--- src/rtl/pwm3_pkg.sv ---
package pwm3_pkg;
  localparam logic [3:0] A_CTRL = 4'd0;
  localparam logic [3:0] A_MODE = 4'd1;
  localparam logic [3:0] A_PER  = 4'd2;
  localparam logic [3:0] A_CMP0 = 4'd3;
  localparam logic [3:0] A_POL  = 4'd6;
  localparam logic [3:0] A_OEN  = 4'd7;
  localparam logic [3:0] A_CSEL = 4'd8;
  localparam logic [3:0] A_CNT  = 4'd9;
  localparam logic [3:0] MODE_RSYNC = 4'b1000;

  typedef enum logic [1:0] {
    EDGE_RISE  = 2'd0,
    EDGE_FALL  = 2'd1,
    EDGE_BOTH  = 2'd2,
    EDGE_BOTH2 = 2'd3
  } edge_sel_e;
endpackage

--- src/rtl/pwm3_prescale.sv ---
module pwm3_prescale #(
  parameter int SEL_W = 3
) (
  input  logic             clk,
  input  logic             rst_n,
  input  logic [SEL_W-1:0] div_sel,
  input  logic [1:0]       edge_sel,
  output logic             strobe
);
  import pwm3_pkg::*;
  localparam int PRE_W = 1 << SEL_W;

  logic [PRE_W-1:0] pre_q, pre_d;
  logic             src_q, src;

  always_comb begin
    pre_d = pre_q + 1'b1;
    src   = pre_q[div_sel];
    unique case (edge_sel_e'(edge_sel))
      EDGE_RISE: strobe = src & ~src_q;
      EDGE_FALL: strobe = ~src & src_q;
      default:   strobe = src ^ src_q;
    endcase
  end

  always_ff @(posedge clk or negedge rst_n) begin
    if (!rst_n) begin
      pre_q <= '0;
      src_q <= 1'b0;
    end else begin
      pre_q <= pre_d;
      src_q <= src;
    end
  end
endmodule

--- src/rtl/pwm3_counter.sv ---
module pwm3_counter #(
  parameter int CW = 16
) (
  input  logic          clk,
  input  logic          rst_n,
  input  logic          step,
  input  logic          load,
  input  logic [CW-1:0] load_val,
  input  logic [CW-1:0] period,
  output logic [CW-1:0] count,
  output logic          wrap
);
  logic [CW-1:0] cnt_d;

  always_comb begin
    wrap  = (count == period);
    cnt_d = count;
    if (load)      cnt_d = load_val;
    else if (step) cnt_d = wrap ? '0 : count + 1'b1;
  end

  always_ff @(posedge clk or negedge rst_n) begin
    if (!rst_n) count <= '0;
    else        count <= cnt_d;
  end
endmodule

--- src/rtl/pwm3_phase.sv ---
module pwm3_phase #(
  parameter int CW = 16
) (
  input  logic          clk,
  input  logic          rst_n,
  input  logic          step,
  input  logic          clr,
  input  logic          wrap,
  input  logic [CW-1:0] count,
  input  logic [CW-1:0] period,
  input  logic [CW-1:0] cmp,
  output logic          active
);
  logic hit, act_d;

  always_comb begin
    hit   = (count == cmp) && (cmp <= period);
    act_d = active;
    if (clr)       act_d = 1'b0;
    else if (step) begin
      if (hit)       act_d = 1'b1;
      else if (wrap) act_d = 1'b0;
    end
  end

  always_ff @(posedge clk or negedge rst_n) begin
    if (!rst_n) active <= 1'b0;
    else        active <= act_d;
  end
endmodule

--- src/rtl/rsync_pwm3.sv ---
module rsync_pwm3 #(
  parameter int CNT_W = 16,
  parameter int NPH   = 3,
  parameter int SEL_W = 3,
  parameter int ADR_W = 4
) (
  input  logic             clk,
  input  logic             rst_n,
  input  logic             wr_en,
  input  logic [ADR_W-1:0] wr_addr,
  input  logic [CNT_W-1:0] wr_data,
  output logic [CNT_W-1:0] count,
  output logic [NPH-1:0]   pwm_p,
  output logic [NPH-1:0]   pwm_n,
  output logic             tgl_out
);
  import pwm3_pkg::*;
  localparam int EN_W = 2 * NPH + 1;
  localparam int TEN  = 2 * NPH;

  logic                  run_q, run_d;
  logic [3:0]            mode_q, mode_d;
  logic [CNT_W-1:0]      per_q, per_d;
  logic [CNT_W-1:0]      cmp_q [NPH];
  logic [CNT_W-1:0]      cmp_d [NPH];
  logic [1:0]            pol_q, pol_d;
  logic [EN_W-1:0]       oen_q, oen_d;
  logic [SEL_W-1:0]      div_q, div_d;
  logic [1:0]            edg_q, edg_d;
  logic                  tog_q, tog_d;
  logic                  strobe, step, load, wrap, mode_ok;
  logic [NPH-1:0]        ph_act;

  always_comb begin
    run_d = run_q;  mode_d = mode_q; per_d = per_q; pol_d = pol_q;
    oen_d = oen_q;  div_d  = div_q;  edg_d = edg_q;
    for (int i = 0; i < NPH; i++) cmp_d[i] = cmp_q[i];
    if (wr_en) begin
      if (wr_addr == A_CTRL) run_d = wr_data[0];
      if (wr_addr == A_OEN)  oen_d = wr_data[EN_W-1:0];
      if (wr_addr == A_CSEL) begin
        div_d = wr_data[SEL_W-1:0];
        edg_d = wr_data[SEL_W+1:SEL_W];
      end
      if (!run_q) begin
        if (wr_addr == A_MODE) mode_d = wr_data[3:0];
        if (wr_addr == A_PER)  per_d  = wr_data;
        if (wr_addr == A_POL)  pol_d  = wr_data[1:0];
        for (int i = 0; i < NPH; i++)
          if (wr_addr == A_CMP0 + ADR_W'(i)) cmp_d[i] = wr_data;
      end
    end
  end

  always_ff @(posedge clk or negedge rst_n) begin
    if (!rst_n) begin
      run_q <= 1'b0; mode_q <= '0; per_q <= '0; pol_q <= '0;
      oen_q <= '0;   div_q  <= '0; edg_q <= '0;
      for (int i = 0; i < NPH; i++) cmp_q[i] <= '0;
    end else begin
      run_q <= run_d; mode_q <= mode_d; per_q <= per_d; pol_q <= pol_d;
      oen_q <= oen_d; div_q  <= div_d;  edg_q <= edg_d;
      for (int i = 0; i < NPH; i++) cmp_q[i] <= cmp_d[i];
    end
  end

  assign load    = wr_en && (wr_addr == A_CNT) && !run_q;
  assign step    = run_q && strobe;
  assign mode_ok = (mode_q == MODE_RSYNC);

  pwm3_prescale #(.SEL_W(SEL_W)) i_pre (
    .clk(clk), .rst_n(rst_n), .div_sel(div_q), .edge_sel(edg_q), .strobe(strobe)
  );

  pwm3_counter #(.CW(CNT_W)) i_cnt (
    .clk(clk), .rst_n(rst_n), .step(step), .load(load), .load_val(wr_data),
    .period(per_q), .count(count), .wrap(wrap)
  );

  for (genvar g = 0; g < NPH; g++) begin : g_ph
    pwm3_phase #(.CW(CNT_W)) i_ph (
      .clk(clk), .rst_n(rst_n), .step(step), .clr(load), .wrap(wrap),
      .count(count), .period(per_q), .cmp(cmp_q[g]), .active(ph_act[g])
    );
    assign pwm_p[g] = (mode_ok & oen_q[g] & ph_act[g]) ^ pol_q[0];
    assign pwm_n[g] = (mode_ok & oen_q[NPH+g] & ~ph_act[g]) ^ pol_q[1];
  end

  always_comb begin
    tog_d = tog_q;
    if (load)                           tog_d = 1'b0;
    else if (step && wrap && oen_q[TEN]) tog_d = ~tog_q;
  end

  always_ff @(posedge clk or negedge rst_n) begin
    if (!rst_n) tog_q <= 1'b0;
    else        tog_q <= tog_d;
  end

  assign tgl_out = tog_q & oen_q[TEN];
endmodule

--- config.mk ---
export PLATFORM = sky130hd
export DESIGN_NAME = rsync_pwm3
export DESIGN_NICKNAME = d
export VERILOG_FILES = /design/src/rtl/pwm3_pkg.sv /design/src/rtl/pwm3_prescale.sv /design/src/rtl/pwm3_counter.sv /design/src/rtl/pwm3_phase.sv /design/src/rtl/rsync_pwm3.sv
export SDC_FILE = /design/constraint.sdc
export NUM_CORES = 1
export LEC_CHECK = 0
export ABC_AREA = 1
export BUFFER_PORTS_ARGS = -buffer_cell sky130_fd_sc_hd__buf_2
export CORE_ASPECT_RATIO = 0.5
export CORE_MARGIN = 1.5
export CORE_UTILIZATION = 52
export DETAILED_ROUTE_END_ITERATION = 8
export PLACE_DENSITY = 0.76
export RECOVER_POWER = 25
export SYNTH_ARGS = -nofsm -noshare
export SYNTH_HDL_FRONTEND = slang
export SYNTH_SLANG_ARGS = --single-unit
--- constraint.sdc ---
create_clock -name clk -period 2.4 [get_ports clk]
set_input_delay 0 -clock clk [delete_from_list [all_inputs] [get_ports clk]]
set_output_delay 0 -clock clk [all_outputs]
set_load 0.01 [all_outputs]
Word level (Yosys, flattened, before mapping)

Cells that the tools add are included.
W data, S select, Z words.

Add/subtract/negate cells: 2
$mul: 0
Div/mod/pow operators: 0
Order comparisons: 4
Equal/unequal tests: 15
Shifts and indexed selects: 0
Multiplexer cells: 18
Bitwise logic cells: 29
Reductions and logical operators: 28

Operators by type and width:

| cell                    | count |
|---|---|
| $eq A16 B16 Y1          | 4 |
| $le A16 B16 Y1          | 3 |
| $mux W16                | 3 |
| $reduce_and A3 Y1       | 6 |
| $add A16 B1 Y16 const B | 1 |
| $eq A4 B3 Y1 const B    | 4 |
| $and A1 B1 Y1           | 15 |
| $mux W1                 | 13 |
| $eq A4 B4 Y1 const B    | 3 |
| $reduce_and A2 Y1       | 6 |
| $reduce_bool A3 Y1      | 3 |
| $add A8 B1 Y8 const B   | 1 |
| $eq A4 B2 Y1 const B    | 2 |
| $logic_and A1 B1 Y1     | 8 |
| $not A1 Y1              | 7 |
| $xor A1 B1 Y1           | 7 |
| $eq A4 B1 Y1 const B    | 1 |
| $logic_not A4 Y1        | 1 |
| $lt A3 B4 Y1 const B    | 1 |
| $reduce_bool A2 Y1      | 2 |
| $bmux W1 S3             | 1 |
| $eq A2 B1 Y1 const B    | 1 |
| $logic_not A2 Y1        | 1 |
| $pmux W1 S2             | 1 |
| $logic_not A1 Y1        | 1 |

Register bits: 112
Latch bits: 0
RAM bits: 0
ROM bits: 0
Input bits: 23
Output and inout bits: 23
Logic and storage cells: 113
Memories kept: 0

Depth between registers and ports, before layout

Gate-level depths: netlist (run 1).

Word-level depth: 10
Depth in mapped cells: 16
Mapped depth without buffers: 16

By module

Synthesis (run 1) repeated with hierarchy kept, for this count alone.

Cells, all modules: 1120
Area, all modules: 8030.2 um^2

Modules (own cells, without submodules):

| module        | times used | cells an instance | area each (um^2) | seq. area each (um^2) |
|---|---|---|---|---|
| rsync_pwm3    | 1          | 442               | 3786.1           | 2102.0 |
| pwm3_phase    | 3          | 132               | 762.0            | 25.0 |
| pwm3_counter  | 1          | 210               | 1418.9           | 400.4 |
| pwm3_prescale | 1          | 72                | 539.3            | 225.2 |

Least setup slack after synthesis (run 1)

OpenSTA, ideal clock, no wires.

Path kind: register to register
Start: register div_q[0]
End: register i_cnt.count[7]
Setup time: 0.068 ns
Arrival time: 1.944 ns
Data required time: 2.332 ns
Path slack: 0.387 ns
Stages on the path, launching flop included: 14
Buffers on the path: 1
Clock period less this slack: 2.013 ns
Path through: dfrtp_1 -> inv_1 -> nor2_1 -> o21ai_0 -> inv_1 -> o21ai_0 -> inv_1 -> ha_1 -> a21oi_1 -> nand2_1 -> nand2_4 -> buf_6 -> nand4_1 -> nand3_1

Word-level cells in the longest chain between the ends: 7
Elaborated cells on any way between the ends: 9
Those cells by class: mux (3); bitwise (4); reduce/logical (2)

Ends and longest elaborated chain:

| what                              | RTL line            | RTL |
|---|---|---|
| from (decl)                       | rsync_pwm3.sv:28    | `logic [SEL_W-1:0] div_q, div_d;` |
| from (signal assigned)            | rsync_pwm3.sv:62    | `oen_q <= oen_d; div_q <= div_d; edg_q <= edg_d;` |
| $bmux W1 S3 (*)                   | pwm3_prescale.sv:18 | `src = pre_q[div_sel];` |
| $mux W1 (implied by the code) (*) | pwm3_prescale.sv:18 |  |
| via i_pre.src                     | pwm3_prescale.sv:14 | `logic src_q, src;` |
| $not A1 Y1                        | pwm3_prescale.sv:21 | `EDGE_FALL: strobe = ~src & src_q;` |
| $and A1 B1 Y1                     | pwm3_prescale.sv:21 |  |
| $pmux W1 S2 (*)                   | pwm3_prescale.sv:19 | `unique case (edge_sel_e'(edge_sel))` |
| $logic_and A1 B1 Y1 (*)           | rsync_pwm3.sv:68    | `assign step = run_q && strobe;` |
| $reduce_bool A2 Y1 (no line) (*)  | --                  |  |
| to (signal assigned)              | pwm3_counter.sv:24  | `else count <= cnt_d;` |
| to (decl)                         | pwm3_counter.sv:10  | `output logic [CW-1:0] count,` |

Mark *: on every way through the listed nets, which the timed path passes. The rest lies on a longest branch. The select of a mux whose other input is x is not followed.
A chain may end at the register's enable or synchronous reset.

Worst setup path in the final report (run 1)

Start: register div_q[0]
End: register i_cnt.count[11]

Same word-level chain as after synthesis.

==> results of run 1 <==
[sequential cells by signal, summed over array words and instances, names as in the netlist, 3 cells and up]
| signal | cells |
|---|---|
| mode_q | 4 |
| cmp_q | 48 |
| oen_q | 7 |
| i_pre.pre_q | 8 |
| per_q | 16 |
| g_ph.i_ph.active | 3 |
| i_cnt.count | 16 |
| div_q | 3 |
[timing repair]
item	in CTS	in global routing
hold buffers	20	0
setup buffers	0	6
endpoints found under the hold margin	148	0
resized for setup	0	5
endpoints found under the setup margin	0	20
[stage by stage]
stage / power (mW) / utilization (%) / instance area (um^2) / TNS, ns
after detailed placement: 6.159 / 55.16 / 7433 / 0
after CTS: 7.680 / 58.77 / 7920 / 0
after global routing: 8.366 / 59.24 / 7983 / -0.02259
after floorplan: 5.318 / - / 7138 / 0
after global placement: 6.020 / 55.16 / 7433 / 0
final: 7.750 / 59.24 / 7983 / 0
[power groups by stage]
stage	Combinational (mW)	Clock, mW	Sequential, mW
2_1_floorplan	2.60	0	2.72
3_3_place_gp	3.00	0	3.02
6_report	3.26	1.48	3.02
4_1_cts	3.18	1.50	3.00
3_5_place_dp	3.13	0	3.03
5_1_grt	3.72	1.57	3.08
[kinds of logic after synthesis]
group                      count (synthesis)  share of synthesized area [%]
xor gates and xnor gates                  59                          7.239
buffers and inverters                    133                          8.501
AOI/OAI and AO/OA                        131                          9.623
and+or+nand+nor                          440                          26.26
DFF                                      112                          39.26
adders and majority gates                 52                          9.115
[cells in the mapped netlist (all sizes together)]
master    n  area share (%)
a21o      3            0.32
a21oi    22             1.6
and2      1           0.088
buf      27             2.9
clkbuf    5            0.28
clkinv    1           0.053
dfrtp   112              39
ha       52             9.1
inv     100             5.3
nand2   287              15
nand3    48             3.5
nand4    20             1.8
nor2     62             3.5
nor3     11            0.91
nor4      1            0.18
o21ai    95             6.7
o21bai    5            0.53
o22ai     6            0.53
or2      10            0.88
xnor2    34             4.2
xor2     25             3.1
[area by class of cell]
type,count,area (um^2)
inverter,101,381.6
sequential,112,2803
multi-input combinational,683,3746
timing repair buffer,79,545.5
clock inverter,7,61.31
fill,1193,5493
clock buffer,9,225.2
tap,176,220.2
[layer usage]
metal | part of all wire (%) | wire length (um)
met1 | 44 | 7921
met2 | 46 | 8309
met3 | 6.9 | 1226
met4 | 2.3 | 419
met5 | 0 | 0
[worst max-delay path, cell delays in order (launching register included)]
cell and delay (ns):
dfrtp_1 0.41, buf_4 0.15, o21ai_0 0.14, o21ai_0 0.11
inv_1 0.07, o21ai_2 0.06, buf_4 0.13, ha_1 0.18
nor2_1 0.10, o21bai_1 0.10, nand2_2 0.18, nand2_4 0.12
buf_4 0.18, o22ai_1 0.14, inv_1 0.06, nand2_1 0.06
[worst paths after layout]
| kind | endpoint | slack (ns) | depth (start not counted) |
|---|---|---|---|
| hold / removal | run_q | 0.03 | 4 |
| min in group asynchronous | per_q[12] | 0.69 | 3 |
| setup / recovery | i_cnt.count[11] | 0.15 | 15 |
| setup reg to reg | i_cnt.count[11] | 0.15 | 15 |
| max in group asynchronous | per_q[6] | 0.74 | 3 |
| hold reg to reg | i_pre.pre_q[0] | 0.48 | 1 |
==> results.json, run 1 <==
{
  "final_cell_mix": "nand2_1, dfrtp_1, o21ai_0",
  "clk_path_buf_depth": 2,
  "syn_nets": 1002,
  "worstSetupStartpoint": "div_q[0]",
  "rr_startpoint": "div_q[0]",
  "cts.clk_slew.worst_paths_ns": 0.08,
  "skew_ns": 0.01286,
  "htree_levels": 3,
  "p_switching_mw": 3.313,
  "cts_root_buffer": "clkbuf_16",
  "insertion_delay_ns": 0.36,
  "initial_core_util_pct": 52.97,
  "endpoint_kind": "register",
  "numCtsBuffers": 9,
  "peakVddDrop_mv": 0.3889,
  "p_clk_share_pct": 19.1,
  "grt_use_met3_pct": 4.892,
  "cts_tree": "built",
  "core_area_um2": 13480,
  "hold_class": "primary input to register",
  "swShare_pct": 42.74,
  "route.detailed.drc": 0,
  "num_rows": 30,
  "drt-total-wl_mm": 17.88,
  "dp_slack_ns": 0.05156,
  "stdcell_count": 1167,
  "yosysWarnings": 0,
  "drive_gt1_share_pct": 11.71,
  "met2_usage_pct": 43.09,
  "top_usage_layer": "met2",
  "cp.required_ns": 2.70,
  "layout_commonest_cell": "nand2_1",
  "routedWlPerCell_um": 15.32,
  "viasPerCell": 5.362,
  "ioPinCount": 46,
  "power_frac_comb_pct": 42.0,
  "nets": 1061,
  "ys_seq_elements": 112,
  "worst_slew_pin_slew_ns": 1.543,
  "die_h_um": 85.85,
  "setup_viol": 0,
  "finalMaxSlewViolations": 113,
  "total_leakage_power_nw": 4.083,
  "die_w_um": 168.7,
  "cp-start-kind": "register",
  "drt_pass1_iterations": 5,
  "layout_min_cycle_time_ns": 2.251,
  "relSlewSlack_pct": -2.888,
  "syn_inst": 927,
  "n_antenna_cell": 0,
  "via_count": 6258,
  "hold_viol_final": 0,
  "portBuffers": 45,
  "clock_sinks": 112,
  "fin_crit_sh_pct": 93.78,
  "cp.arrival_ns": 2.55,
  "status": "finished, violations left",
  "ys_types": 34,
  "worstPathMaxFanout": 6,
  "drt_iter0_markers": 597,
  "syn_area_um2": 7138,
  "synth.avg_cell_area_um2": 7.700,
  "die_area_um2": 14480,
  "violations": "capacitance limit, slew limit",
  "min_from": "wr_addr[3]",
  "p_seq_share_pct": 38.9,
  "fin_ws_ns": 0.1492,
  "final_antenna_net_count": 0,
  "critical_path_class": "register to register",
  "ys_seq_area_share_pct": 39.26,
  "grt_first_pass_wirelength_mm": 29.17,
  "grt_pass1_vias": 5903,
  "area_growth_pct": 11.83,
  "max_freq_ghz": 0.4443,
  "post-dp-hpwl_mm": 12.83,
  "p_int_mw": 4.437,
  "groute.usage.overall_pct": 25.77,
  "grt.overflow.total": 0,
  "dp.cells": 1124,
  "met1_usage_pct": 34.23,
  "gp_congestion": 0.8699,
  "holdWs_ns": 0.03119,
  "grt_max_degree": 113,
  "antenna_found_initial": 0,
  "power_density_nw_per_um2": 970.8,
  "drv_cap": 1
}
(Power assumes the default switching activity.)
==> run 2, diff against run 1 <==
Settings changed: CORE_MARGIN 1.5 to unset.
==> run 2 against run 1 <==
The run now ends clean. Worst hold slack worse by 0.019 ns. Via count up 1.3%. Global-route usage up 0.96 points. Worst setup slack better by 0.061 ns. Register-to-register slack better by 0.06 ns. Non-clock buffer count down 3. Cell area down 0.50%. Critical path depth unchanged. Wire length up 1.1%. Clock power about the same. Largest power group unchanged.
==> results.json, run 2 (same netlist as run 1, synthesis figures left out) <==
{
  "cp.arrival_ns": 2.42,
  "route.detailed.drc": 0,
  "fin_ws_ns": 0.2107,
  "ioPinCount": 46,
  "insertion_delay_ns": 0.36,
  "cts_tree": "built",
  "drt-total-wl_mm": 18.07,
  "total_power_mw": 7.711,
  "core_area_um2": 13030,
  "multi_input_area_um2": 3747,
  "worstPathMaxFanout": 6,
  "grt_first_pass_wirelength_mm": 29.73,
  "cp-start-kind": "register",
  "fin_crit_sh_pct": 91.22,
  "final_util_pct": 60.97,
  "min_from": "wr_data[11]",
  "initial_core_util_pct": 54.80,
  "hold_viol_final": 0,
  "slowest_delay_ns": 0.44,
  "portBuffers": 45,
  "status": "complete, no violations",
  "drv_cap": 0,
  "area_growth_pct": 11.27,
  "total_leakage_power_nw": 4.064,
  "regMostFlops": "cmp_q",
  "via_count": 6342,
  "finalMaxSlewViolations": 0,
  "cp_cell_sequence": "inv_2 > a21oi_1 > o21ai_0 > o21ai_0 > nand2_1 > o21ai_2 > buf_4 > ha_1 > nor2_1 > o21bai_1 > nand2_2 > nand2_4 > buf_4 > nand4_1 > nand3_1",
  "num_rows": 29,
  "gp_congestion": 0.8910,
  "cp.required_ns": 2.63,
  "clock_sinks": 112,
  "drt_pass1_iterations": 6,
  "cts_root_buffer": "clkbuf_16",
  "routedWlPerCell_um": 15.61,
  "relSlewSlack_pct": 15.83,
  "antenna_found_initial": 0,
  "n_antenna_cell": 0,
  "fillers": 1143,
  "dp_slack_ns": 0.02908,
  "cts.clk_slew.worst_paths_ns": 0.07,
  "grt_max_degree": 48,
  "power_density_nw_per_um2": 970.8,
  "nets": 1058,
  "critPathSlowestCell": "dfrtp_2",
  "max_freq_ghz": 0.4568,
  "die_h_um": 84.85,
  "setup_viol": 0,
  "groute.usage.overall_pct": 26.73,
  "top_regs": "cmp_q (48), i_cnt.count (16), per_q (16)",
  "grt.overflow.total": 0,
  "largest_reg_flops": 48,
  "layout_commonest_cell": "nand2_1",
  "worstSetupEndpoint": "i_cnt.count[3]",
  "final_antenna_net_count": 0,
  "rr_startpoint": "div_q[0]",
  "r2r_slack_ns": 0.21,
  "holdWs_ns": 0.01266,
  "hold_class": "primary input to register",
  "viasPerCell": 5.477,
  "clk_path_buf_depth": 2,
  "reg2reg_depth": 15,
  "worstSetupStartpoint": "div_q[0]",
  "endpoint_kind": "register",
  "die_w_um": 167.7,
  "die_area_um2": 14230,
  "post-dp-hpwl_mm": 13.33,
  "seq_area_um2": 2804,
  "worst_slew_pin_slew_ns": 1.263,
  "numCtsBuffers": 9,
  "drt_iter0_markers": 506,
  "skew_ns": 0.009249,
  "peakVddDrop_mv": 0.4263,
  "grt_pass1_vias": 5977,
  "final_cell_mix": "nand2_1, dfrtp_1, o21ai_0",
  "layout_min_cycle_time_ns": 2.189,
  "rr_endpoint": "i_cnt.count[3]",
  "htree_levels": 3,
  "drive_gt1_share_pct": 11.84,
  "critical_path_class": "register to register"
}
-- run 2: changes by cell type in the layout (fill, tap and decap cells not counted), moves of 2 or more --
| cell | delta |
|---|---|
| buf_4 | -2 |
| clkbuf_2 | +2 |
| clkbuf_4 | -2 |
| clkinv_2 | +2 |
-- run 2: worst min-delay path by stage --
| stage | endpoint | slack, ns | cells past startpoint |
|---|---|---|---|
| floorplan | cmp_q[0] | -0.30 | 0 |
| global route | cmp_q[43] | 0.03 | 3 |
| CTS | cmp_q[11] | 0.002 | 3 |
| global placement | i_pre.pre_q[2] | 0.07 | 1 |
| detailed placement | per_q[4] | 0.07 | 1 |
| finish | cmp_q[11] | 0.01 | 3 |
-- run 2: metrics by stage --
step,cells,instance area [um^2],TNS [ns]
2_1_floorplan,927,7138,0
3_5_place_dp,1118,7438,0
5_1_grt,1158,7943,-0.05885
4_1_cts,1153,7910,0
3_3_place_gp,1118,7438,0
6_report,1158,7943,0
-- run 2: what timing repair did --
action | in CTS | in global routing
endpoints found under the setup margin | 0 | 20
buffers inserted | 0 | 4
resized for setup | 0 | 8
hold buffers | 19 | 0
hold endpoints to repair | 77 | 0
-- run 2: layer usage --
metal  vias to the layer above  wire [um]  share of wire, %  track usage [%]
met5                         -          0                 0                0
met4                         0        443               2.5            9.341
met3                        39       1060               5.9            5.271
met2                       202       8286                46            43.90
met1                      3019       8282                46            35.64
li1                       3082          -                 -                -
-- run 2: layout make-up --
| cell class | instances | area share, % |
|---|---|---|
| inverter | 101 | 4.805 |
| clock inverter | 6 | 0.5356 |
| tap | 170 | 2.678 |
| clock buffer | 10 | 3.009 |
| sequential | 112 | 35.30 |
| timing repair buffer | 76 | 6.490 |
| multi-input combinational | 683 | 47.18 |
-- run 2: worst max-delay path: cells and delay by family (launching register included) --
family          cells  cell delay, ns
flops               1            0.44
buf+inv             3            0.38
compound gates      5            0.39
fa+ha+maj           1            0.19
simple gates        6            0.67
-- run 2: where the power goes --
group          switching [mW]  internal, mW
sequential              0.719          2.32
combinational            1.85          1.37
clock                   0.714         0.738
total                    3.29          4.43
==> run 3, diff against run 2 <==
Clock period 2.4 ns to 2.45 ns, I/O delays scaled along.
==> run 3 against run 2 <==
Die area stayed put. Core utilization hardly changed. Flip-flop and latch count stayed put. Sequential power is 2% lower. Critical path depth is 2 lower. Critical path type unchanged. Largest cell class unchanged. Highest routed layer unchanged.
==> results.json, run 3 (same netlist as run 1, synthesis figures left out) <==
{
  "num_rows": 29,
  "clk_path_buf_depth": 2,
  "layout_commonest_cell": "nand2_1",
  "total_leakage_power_nw": 4.071,
  "drt-total-wl_mm": 18.22,
  "die_area_um2": 14230,
  "groute.usage.overall_pct": 26.95,
  "fillers": 1149,
  "hold_viol_final": 0,
  "slowest_delay_ns": 0.42,
  "route.detailed.drc": 0,
  "cp.required_ns": 2.68,
  "relSlewSlack_pct": 9.717,
  "design_area_um2": 7941,
  "power_density_nw_per_um2": 948.8,
  "final_cell_mix": "nand2_1, dfrtp_1, o21ai_0, inv_1, nor2_1",
  "initial_core_util_pct": 54.80,
  "critPathSlowestCell": "dfrtp_1",
  "insertion_delay_ns": 0.36,
  "die_w_um": 167.7,
  "core_area_um2": 13030,
  "fin_ws_ns": 0.1642,
  "cp-start-kind": "register",
  "grt_max_degree": 53,
  "die_h_um": 84.85,
  "worstPathMaxFanout": 6,
  "drv_cap": 0,
  "grt_pass1_vias": 5956,
  "routedWlPerCell_um": 15.71,
  "endpoint_kind": "register",
  "grt_first_pass_wirelength_mm": 29.79,
  "cts.clk_slew.worst_paths_ns": 0.07,
  "fin_crit_sh_pct": 93.30,
  "cts_root_buffer": "clkbuf_16",
  "area_growth_pct": 11.25,
  "setup_viol": 0,
  "finalMaxSlewViolations": 0,
  "ioPinCount": 46,
  "largest_reg_flops": 48,
  "max_freq_ghz": 0.4375,
  "final_antenna_net_count": 0,
  "drive_gt1_share_pct": 11.21,
  "n_antenna_cell": 0,
  "post-dp-hpwl_mm": 13.08,
  "cp.arrival_ns": 2.52,
  "layout_min_cycle_time_ns": 2.286,
  "clock_sinks": 112,
  "drt_pass1_iterations": 7,
  "tns_ns": 0,
  "multi_input_area_um2": 3731,
  "viasPerCell": 5.426,
  "portBuffers": 45,
  "gp_congestion": 0.8881,
  "grt.overflow.total": 0,
  "status": "complete, no violations",
  "numCtsBuffers": 9,
  "skew_ns": 0.005157,
  "critical_path_class": "register to register",
  "dp_slack_ns": 0.07049,
  "post_dp_cell_area_um2": 7433,
  "htree_levels": 3,
  "peakVddDrop_mv": 0.3810,
  "worst_slew_pin_slew_ns": 1.354,
  "regMostFlops": "cmp_q",
  "top_regs": "cmp_q (48), i_cnt.count (16), per_q (16)",
  "final_util_pct": 60.96,
  "nets": 1060,
  "drt_iter0_markers": 458,
  "holdWs_ns": 0.005407,
  "via_count": 6294,
  "antenna_found_initial": 0,
  "seq_area_um2": 2803,
  "cts_tree": "built",
  "cp_cell_sequence": "a21oi_1 > o21ai_0 > o21ai_1 > inv_1 > o21ai_1 > inv_1 > ha_1 > a21oi_1 > nand2_2 > nand2_4 > buf_12 > o22ai_1 > o21bai_1",
  "hold_class": "primary input to register"
}
[run 3: layout make-up]
cell class,count,share of cell area (%)
Multi-Input combinational cell,682,46.98
Clock inverter,6,0.5514
Inverter,101,4.805
Sequential cell,112,35.29
Clock buffer,10,2.883
Tap cell,170,2.678
Timing Repair Buffer,79,6.806
[run 3: final timing paths]
check | startpoint | end | slack, ns | depth (start not counted)
max in group asynchronous | rst_n | cmp_q[33] | 0.47 | 3
min in group asynchronous | rst_n | i_pre.pre_q[2] | 0.48 | 2
worst min-delay path | wr_addr[0] | run_q | 0.005 | 4
worst max register to register | div_q[0] | i_cnt.count[0] | 0.16 | 13
worst max-delay path | div_q[0] | i_cnt.count[0] | 0.16 | 13
worst min register to register | run_q | run_q | 0.49 | 2
[run 3: layer usage]
metal / vias to the layer above / track usage, % / wire length (um)
met1: 2994 / 35.16 / 8226
met3: 24 / 5.784 / 1185
met5: - / 0 / 0
li1: 3092 / - / -
met4: 0 / 8.007 / 330
met2: 184 / 45.53 / 8481
[run 3: critical path, delay by kind of cell, from the launching register on]
kind,cells,cell delay [ns]
AOI/OAI and AO/OA,7,0.91
DFF,1,0.42
and+or+nand+nor,2,0.29
adders and majority gates,1,0.28
buffers and inverters,3,0.26
[run 3: power breakdown]
| group | total [mW] | switching [mW] | internal [mW] | leakage [nW] |
|---|---|---|---|---|
| Sequential | 2.98 | 0.712 | 2.27 | 1.41 |
| Combinational | 3.16 | 1.81 | 1.35 | 2.52 |
| Clock | 1.39 | 0.692 | 0.695 | 0.133 |
[run 3: stage by stage]
| step | cells | power (mW) |
|---|---|---|
| after floorplan | 927 | 5.210 |
| after global placement | 1119 | 5.881 |
| after detailed placement | 1119 | 6.019 |
| after CTS | 1154 | 7.454 |
| after global routing | 1160 | 8.118 |
| final | 1160 | 7.535 |
[run 3: repair_timing]
action,4_1_cts,5_1_grt
resized for setup,0,4
setup endpoints to repair,0,20
setup buffers,0,6
hold buffers,19,0
endpoints found under the hold margin,82,0
